## config.mk

```make
export PLATFORM = sky130hd
export DESIGN_NAME = ecc_err_capture
export DESIGN_NICKNAME = d
export VERILOG_FILES = /design/src/rtl/ecc_err_pkg.sv /design/src/rtl/ecc_err_addr_reg.sv /design/src/rtl/ecc_syn_half.sv /design/src/rtl/ecc_err_capture.sv
export SDC_FILE = /design/constraint.sdc
export NUM_CORES = 1
export LEC_CHECK = 0
export BUFFER_PORTS_ARGS = -buffer_cell sky130_fd_sc_hd__buf_2
export CORE_ASPECT_RATIO = 0.7
export CORE_MARGIN = 2
export CORE_UTILIZATION = 40
export CTS_CLUSTER_DIAMETER = 80
export DETAILED_ROUTE_END_ITERATION = 6
export PLACE_DENSITY = 0.76
export SETUP_SLACK_MARGIN = 0.05
export SKIP_CTS_REPAIR_TIMING = 1
export SYNTH_ARGS = -nofsm -noshare
export SYNTH_HDL_FRONTEND = slang
export SYNTH_SLANG_ARGS = --single-unit
```

## constraint.sdc

```tcl
create_clock -name clk -period 1.4 [get_ports clk]
set_clock_uncertainty 0.15 [all_clocks]
set_input_delay 0.28 -clock clk [delete_from_list [all_inputs] [get_ports clk]]
set_output_delay 0.28 -clock clk [all_outputs]
set_load 0.03 [all_outputs]
```

## src/rtl/ecc_err_pkg.sv

```systemverilog
package ecc_err_pkg;

  // Register selector on the software port
  typedef enum logic {
    SEL_ADDR = 1'b0,
    SEL_SYN  = 1'b1
  } reg_sel_e;

  // Attributes of a failing transaction, packed in register bit order
  typedef struct packed {
    logic cpu;   // 1: processor master, 0: DMA
    logic wr;    // 1: write, 0: read
    logic ecc;   // 1: ECC error, 0: timeout or overrun
  } err_attr_t;

  localparam int ATTR_W = $bits(err_attr_t);

endpackage

```

## src/rtl/ecc_err_addr_reg.sv

```systemverilog
module ecc_err_addr_reg
  import ecc_err_pkg::*;
#(
  parameter int ADDR_W = 27,
  parameter int REG_W  = 32
) (
  input  logic              clk,
  input  logic              rst,
  input  logic              clr,
  input  logic              err_stb,
  input  logic [ADDR_W-1:0] err_addr,
  input  err_attr_t         attr,
  output logic [REG_W-1:0]  q,
  output logic              valid_o,
  output logic              irq_o
);

  localparam int PAD_W = REG_W - 1 - ATTR_W - ADDR_W;

  logic              vld_q;
  err_attr_t         attr_q;
  logic [ADDR_W-1:0] addr_q;
  logic              irq_q;
  logic              take;

  // first error wins; later ones are dropped until software clears
  assign take = err_stb && !vld_q;

  always_ff @(posedge clk) begin
    if (rst || clr) begin
      vld_q  <= 1'b0;
      attr_q <= '0;
      addr_q <= '0;
    end else if (take) begin
      vld_q  <= 1'b1;
      attr_q <= attr;
      addr_q <= err_addr;
    end
  end

  // interrupt kept in its own flop so the output is registered
  always_ff @(posedge clk) begin
    if (rst || clr) irq_q <= 1'b0;
    else if (err_stb) irq_q <= 1'b1;
  end

  assign q       = {vld_q, attr_q, {PAD_W{1'b0}}, addr_q};
  assign valid_o = vld_q;
  assign irq_o   = irq_q;

  a_r2_capture: assert property (@(posedge clk) disable iff (rst)
    (err_stb && !vld_q && !clr) |=>
      (vld_q && addr_q == $past(err_addr) && attr_q == $past(attr)));

  a_r4_first_kept: assert property (@(posedge clk) disable iff (rst)
    (vld_q && !clr) |=> (vld_q && $stable(addr_q) && $stable(attr_q)));

  a_r5_clear: assert property (@(posedge clk) disable iff (rst)
    clr |=> (q == '0 && !irq_o));

  a_r3_irq_tracks_valid: assert property (@(posedge clk) disable iff (rst)
    irq_o == q[REG_W-1]);

endmodule

```

## src/rtl/ecc_syn_half.sv

```systemverilog
module ecc_syn_half #(
  parameter int CHK_W = 7,
  parameter int SYN_W = 7
) (
  input  logic             clk,
  input  logic             rst,
  input  logic             clr,
  input  logic             ld,
  input  logic             freeze,
  input  logic [CHK_W-1:0] chk,
  input  logic             single,
  input  logic [SYN_W-1:0] syn,
  output logic [CHK_W+SYN_W+1:0] q
);

  logic             vld_q;
  logic [CHK_W-1:0] chk_q;
  logic             sng_q;
  logic [SYN_W-1:0] syn_q;

  always_ff @(posedge clk) begin
    if (rst || clr) begin
      vld_q <= 1'b0;
      chk_q <= '0;
      sng_q <= 1'b0;
      syn_q <= '0;
    end else if (ld && !freeze) begin
      vld_q <= |syn;
      chk_q <= chk;
      sng_q <= single;
      syn_q <= syn;
    end
  end

  assign q = {vld_q, chk_q, sng_q, syn_q};

  a_r8_reload: assert property (@(posedge clk) disable iff (rst)
    (ld && !freeze && !clr) |=>
      (chk_q == $past(chk) && syn_q == $past(syn) && sng_q == $past(single)));

  a_r9_frozen: assert property (@(posedge clk) disable iff (rst)
    (freeze && !clr) |=> $stable(q));

  a_r10_clear: assert property (@(posedge clk) disable iff (rst)
    clr |=> (q == '0));

  a_r7_half_valid: assert property (@(posedge clk) disable iff (rst)
    vld_q == (syn_q != '0));

endmodule

```

## src/rtl/ecc_err_capture.sv

```systemverilog
module ecc_err_capture
  import ecc_err_pkg::*;
#(
  parameter int ADDR_W = 27,
  parameter int CHK_W  = 7,
  parameter int SYN_W  = 7
) (
  input  logic              clk,
  input  logic              rst,
  input  logic              rd_stb,
  input  logic [CHK_W-1:0]  hi_chk,
  input  logic [SYN_W-1:0]  hi_syn,
  input  logic              hi_single,
  input  logic [CHK_W-1:0]  lo_chk,
  input  logic [SYN_W-1:0]  lo_syn,
  input  logic              lo_single,
  input  logic              err_stb,
  input  logic [ADDR_W-1:0] err_addr,
  input  logic              err_cpu,
  input  logic              err_write,
  input  logic              err_ecc,
  input  logic              reg_sel,
  input  logic              reg_we,
  output logic [2*(CHK_W+SYN_W+2)-1:0] reg_rdata,
  output logic              bus_err_irq
);

  localparam int HALF_W = CHK_W + SYN_W + 2;
  localparam int REG_W  = 2 * HALF_W;
  localparam int N_HALF = 2;

  logic      clr_addr, clr_syn;
  logic      addr_vld;
  err_attr_t attr;
  logic [REG_W-1:0] addr_word;
  logic [REG_W-1:0] syn_word;

  logic [CHK_W-1:0] chk_a [N_HALF];
  logic [SYN_W-1:0] syn_a [N_HALF];
  logic             sng_a [N_HALF];

  assign clr_addr = reg_we && (reg_sel_e'(reg_sel) == SEL_ADDR);
  assign clr_syn  = reg_we && (reg_sel_e'(reg_sel) == SEL_SYN);

  assign attr = '{cpu: err_cpu, wr: err_write, ecc: err_ecc};

  // index 0 is the lower word, index 1 the upper word
  assign chk_a[0] = lo_chk;
  assign syn_a[0] = lo_syn;
  assign sng_a[0] = lo_single;
  assign chk_a[1] = hi_chk;
  assign syn_a[1] = hi_syn;
  assign sng_a[1] = hi_single;

  ecc_err_addr_reg #(
    .ADDR_W (ADDR_W),
    .REG_W  (REG_W)
  ) u_addr (
    .clk      (clk),
    .rst      (rst),
    .clr      (clr_addr),
    .err_stb  (err_stb),
    .err_addr (err_addr),
    .attr     (attr),
    .q        (addr_word),
    .valid_o  (addr_vld),
    .irq_o    (bus_err_irq)
  );

  for (genvar h = 0; h < N_HALF; h++) begin : g_half
    ecc_syn_half #(
      .CHK_W (CHK_W),
      .SYN_W (SYN_W)
    ) u_half (
      .clk    (clk),
      .rst    (rst),
      .clr    (clr_syn),
      .ld     (rd_stb),
      .freeze (addr_vld),
      .chk    (chk_a[h]),
      .single (sng_a[h]),
      .syn    (syn_a[h]),
      .q      (syn_word[h*HALF_W +: HALF_W])
    );
  end

  always_comb begin
    if (reg_sel_e'(reg_sel) == SEL_SYN) reg_rdata = syn_word;
    else                                reg_rdata = addr_word;
  end

  a_r1_reset_clear: assert property (@(posedge clk)
    rst |=> (addr_word == '0 && syn_word == '0 && !bus_err_irq));

  a_r5_syn_untouched: assert property (@(posedge clk) disable iff (rst)
    (clr_addr && !rd_stb) |=> $stable(syn_word));

  a_r10_addr_untouched: assert property (@(posedge clk) disable iff (rst)
    (clr_syn && !err_stb) |=> $stable(addr_word));

endmodule

```

==> results of run 1 <==
==> power groups by stage <==
| stage | Combinational, µW | Clock (µW) | Sequential (µW) |
|---|---|---|---|
| finish | 851 | 1600 | 1960 |
| global route | 913 | 1720 | 1970 |
| CTS | 715 | 1630 | 1960 |
| detailed placement | 711 | 0 | 2000 |
| global placement | 700 | 0 | 1990 |
| floorplan | 452 | 0 | 1990 |
==> logic make-up after synthesis <==
family | after synthesis
flip-flops | 64
multiplexers | 31
AO/OA/AOI/OAI | 64
buffers and inverters | 24
AND/OR/NAND/NOR | 135
==> final timing paths <==
kind                             startpoint                         to  cells after the start
setup / recovery             u_addr.valid_o              reg_rdata[31]                      2
hold / removal                 err_addr[20]          u_addr.addr_q[20]                      3
setup reg to reg             u_addr.valid_o  g_half[1].u_half.chk_q[4]                      5
hold reg to reg   g_half[1].u_half.syn_q[1]  g_half[1].u_half.syn_q[1]                      2
==> registers in the layout (all words and copies together) (netlist names) <==
signal / count
u_addr.q: 3
g_half.u_half.vld_q: 2
u_addr.valid_o: 1
g_half.u_half.syn_q: 14
g_half.u_half.chk_q: 14
g_half.u_half.sng_q: 2
u_addr.addr_q: 27
u_addr.irq_o: 1
==> critical path, delay by kind of cell, from the launching register on <==
kind / cells / cell delay, ns
buffers and inverters: 1 / 0.14
muxes: 1 / 0.27
DFF: 1 / 0.35
==> synth_stat cells, drive strengths merged <==
master and n:
a211oi 2, a21o 2, a21oi 60, and2 1, buf 23, dfxtp 64, inv 1, mux2 31
nand2 120, nand2b 2, nor2 6, nor2b 2, nor4 2, or4 2
==> metrics by stage <==
| step | setup TNS (ns) | util | power (µW) | instance area (µm²) |
|---|---|---|---|---|
| floorplan | 0 | - | 2440 | 2780 |
| global placement | -4.66 | 0.543 | 2690 | 3420 |
| detailed placement | -5.22 | 0.543 | 2710 | 3420 |
| CTS | -5.57 | 0.574 | 4300 | 3620 |
| global route | -3.96 | 0.635 | 4600 | 4010 |
| finish | -2.84 | 0.635 | 4410 | 4010 |
==> area by class of cell <==
type                    count  area (µm²)  share of cell area
clock inverters             3        40.0             0.00999
flip-flops and latches     64        1320               0.330
multi-input cells         230        1370               0.341
inverters                   1        3.75            0.000937
clock buffers              13         159              0.0397
well taps                  78        97.6              0.0244
repair buffers            124        1020               0.255
==> per-layer routing <==
metal | global-route usage | up-vias | wire length [µm]
met5 | 0 | - | 0
met4 | 0.0541 | 0 | 39
met3 | 0.0673 | 7 | 480
met2 | 0.333 | 96 | 3610
met1 | 0.249 | 1184 | 3490
li1 | - | 1271 | -
==> results.yml, run 1 <==
status:
  status: "complete, but fails checks"
  failed_checks: "negative setup slack"
final_layout:
  final_common_cell: "nand2_1"
  areaGrowthSynthToFinish_pct: 52.3
  final_cells: 513
  final_cell_mix: "nand2_1, buf_2, a21oi_1, buf_6, dfxtp_1"
  drive_gt1_frac: 0.478
  layout.nets: 496
  final.fill_count: 527
  n_antenna_cell: 0
global_route:
  grt_max_degree: 31
  grt_pass1_wl_um: 11100
  antenna_found_initial: 0
  grt_pass1_vias: 2371
  gr-usage-all-layers: 0.200
  grt_overflow: 0
place:
  port_buffers: 98
  pre_cts_slack_ns: -0.220
  hpwlAfterDp_um: 4940
  dp_cells: 490
  place.gp.congestion: 0.788
pwr:
  leakagePower_uw: 0.00180
  p_sw_frac: 0.264
  p_switching_uw: 1170
  clkPwrFrac: 0.362
  peakVddDrop_mv: 0.673
  power.internal_uw: 3250
  power_density_nw_per_um2: 1100
  p_comb_frac: 0.193
  pwr-share-seq: 0.445
timing:
  slew-limit-headroom: 0.834
  fin_crit_sh: 1.09
  finalHoldViolations: 0
  whs_ns: 0.0225
  finalWorstSetupSlack_ns: -0.121
  tightest_slew_ns: 0.246
  slew_violations: 0
  fin_crit_ns: 1.52
  fmax_mhz: 657
  setup_viol: 31
  grt_setup_unrepaired: "true"
logic_synthesis:
  synth-xor-area-share: 0
  synthAdderAreaFrac: 0
  yosysSeqAreaShare: 0.487
  synth_area_um2: 2630
  synth_compound_area_frac: 0.126
  synth_top_area_cell: "dfxtp_1"
  synthTopCellsByArea: "dfxtp_1, nand2_1, mux2_2"
  ys_types: 14
  synth_simple_gate_area_frac: 0.210
  synth-seq-cells: 64
  synth_mux_area_frac: 0.133
  syn_avg_cell_area_um2: 8.27
  synth_top_family_by_area: "simple AND/OR/NAND/NOR gates"
  ys_warn_count: 0
  synth_cells: 318
  synth_fp_nets: 384
  synth_top_cell_area_share: 0.487
route:
  drt_first_iter_violations: 89
  vias: 2558
  drc_errors: 0
  avgRoutedWirePerCell_um: 14.9
  drt_first_pass_iters: 5
  ant_nets: 0
  viasPerCell: 4.99
  wl_um: 7620
clock_tree:
  clkSinkCount: 64
  insertion_delay_ns: 0.33
  cts.htree.levels: 3
  clk_pin_slew_ns: 0.07
  cts-buffers-inserted: 9
  clk_path_buf_depth: 2
  root_buffer: "clkbuf_8"
  cts_tree: "yes"
worst_setup_path:
  crit_arrival_ns: 1.09
  cp_max_fo: 3
  path_cells: "mux2_4, buf_6"
  critPathSlowestCell: "dfxtp_4"
  reg2reg_slack_ns: 0.09
  setup.worst_path.class: "reg2out"
  slowest_delay_ns: 0.35
  cp.required_ns: 0.97
  end_kind: "output pin"
  cp-start-kind: "flip-flop"
floorplan:
  initial_core_util: 0.417
  die_w_um: 101
  rows: 24
  core-area_um2: 6310
  fp.dieH_um: 71.9
  die_area_um2: 7250
  io_pins: 99
job:
  drv_cap: 0
min_path:
  hold_class: "in2reg"
No activity file was read; power rests on OpenSTA's default activity.
==> run 2, diff against run 1 <==
- CORE_MARGIN: 2 -> 3
- SLEW_MARGIN: default -> 40
==> run 2 against run 1 <==
Effect of this change: the run still ends with negative setup slack left; via count shrank 1.1%; hold slack improved by 0.0012 ns; clock-buffer cell count shrank 2; power down 5.6%; core utilization fell by 0.060 points; sequential power about the same; non-clock buffer count up 1; design area hardly changed; combinational power grew 1%; flip-flop and latch count unchanged.
==> results.yml, run 2 (synthesis results as in run 1) <==
pwr:
  clkPwrFrac: 0.321
  power.internal_uw: 3010
  p_comb_frac: 0.207
  power_density_nw_per_um2: 1040
  pwr-share-seq: 0.472
  peakVddDrop_mv: 0.565
  p_sw_frac: 0.278
  leakagePower_uw: 0.00180
  p_switching_uw: 1160
clock_tree:
  clkSinkCount: 64
  cts.htree.levels: 3
  root_buffer: "clkbuf_8"
  cts_tree: "yes"
  cts-buffers-inserted: 9
  insertion_delay_ns: 0.33
  clk_path_buf_depth: 2
  clk_pin_slew_ns: 0.07
place:
  pre_cts_slack_ns: -0.168
  place.gp.congestion: 0.777
  port_buffers: 98
  hpwlAfterDp_um: 4900
  post_dp_cell_area_um2: 3410
status:
  failed_checks: "negative setup slack"
  status: "complete, but fails checks"
timing:
  finalWorstSetupSlack_ns: -0.126
  tightest_slew_ns: 0.205
  whs_ns: 0.0237
  fmax_mhz: 655
  fin_crit_ns: 1.53
  slew_violations: 0
  finalSetupTns_ns: -2.70
  slew-limit-headroom: 0.862
  fin_crit_sh: 1.09
  setup_viol: 31
  grt_setup_unrepaired: "true"
  finalHoldViolations: 0
worst_setup_path:
  cp_max_fo: 4
  worst-path-buf-inv: 1
  critPathSlowestCell: "dfxtp_4"
  end_kind: "output pin"
  crit_arrival_ns: 1.10
  slowest_delay_ns: 0.36
  crit_family: "flip-flops"
  cp.required_ns: 0.97
  cp-start-kind: "flip-flop"
  path_cells: "mux2_4, buf_6"
  setup.worst_path.class: "reg2out"
global_route:
  grt_max_degree: 33
  antenna_found_initial: 0
  grt_pass1_vias: 2364
  grt_pass1_wl_um: 10900
  gr-usage-all-layers: 0.188
  grt_overflow: 0
final_layout:
  largest_reg_flops: 27
  drive_gt1_frac: 0.463
  layout.nets: 497
  areaGrowthSynthToFinish_pct: 52.1
  regMostFlops: "u_addr.addr_q"
  final_common_cell: "nand2_1"
  top_regs: "u_addr.addr_q (27), g_half.u_half.chk_q (14), g_half.u_half.syn_q (14)"
  finalInstanceArea_um2: 4000
  final_cell_mix: "nand2_1, buf_2, a21oi_1, dfxtp_1, buf_6"
  n_antenna_cell: 0
route:
  vias: 2531
  ant_nets: 0
  avgRoutedWirePerCell_um: 15.1
  drc_errors: 0
  drt_first_iter_violations: 72
  viasPerCell: 4.94
  wl_um: 7720
  drt_first_pass_iters: 4
floorplan:
  fp.dieH_um: 73.9
  core-area_um2: 6310
  die_area_um2: 7600
  initial_core_util: 0.417
  rows: 24
  io_pins: 99
  die_w_um: 103
min_path:
  hold_class: "in2reg"
job:
  drv_cap: 0
[run 2: layout make-up]
type / instances / area, µm²
fill: 569 / 2300
clock inverter: 3 / 20.0
timing repair buffer: 125 / 1060
clock buffer: 11 / 141
sequential: 64 / 1320
inverter: 1 / 3.75
multi-input combinational: 230 / 1360
tap: 78 / 97.6
[run 2: worst paths after layout]
path | from | to | slack (ns) | cells after the start
setup / recovery | u_addr.valid_o | reg_rdata[31] | -0.13 | 2
setup reg to reg | u_addr.valid_o | u_addr.addr_q[4] | 0.10 | 5
hold / removal | hi_single | g_half[1].u_half.sng_q | 0.02 | 3
hold reg to reg | u_addr.addr_q[20] | u_addr.addr_q[20] | 0.30 | 2
[run 2: tightest hold or removal path, stage by stage]
cell,delay [ns]
buf_2,0.09
nand2_1,0.05
a21oi_1,0.05
[run 2: power by group through the flow]
stage	Sequential, µW	Combinational [µW]	Clock, µW
after detailed placement	2000	709	0
after global placement	2000	695	0
after floorplan	1990	452	0
final	1960	860	1340
after CTS	1960	711	1370
after global routing	1970	927	1430
[run 2: stage by stage]
step / util / total power [µW] / std cells
2_1_floorplan: - / 2440 / 318
3_3_place_gp: 0.541 / 2690 / 487
3_5_place_dp: 0.541 / 2710 / 487
4_1_cts: 0.567 / 4040 / 501
5_1_grt: 0.635 / 4340 / 512
6_report: 0.635 / 4160 / 512
[run 2: layer usage]
metal	vias to the layer above	GRT usage	part of all wire
li1	1273	-	-
met1	1169	0.233	0.46
met2	84	0.303	0.46
met3	5	0.0712	0.074
met4	0	0.0560	0.0062
met5	-	0	0
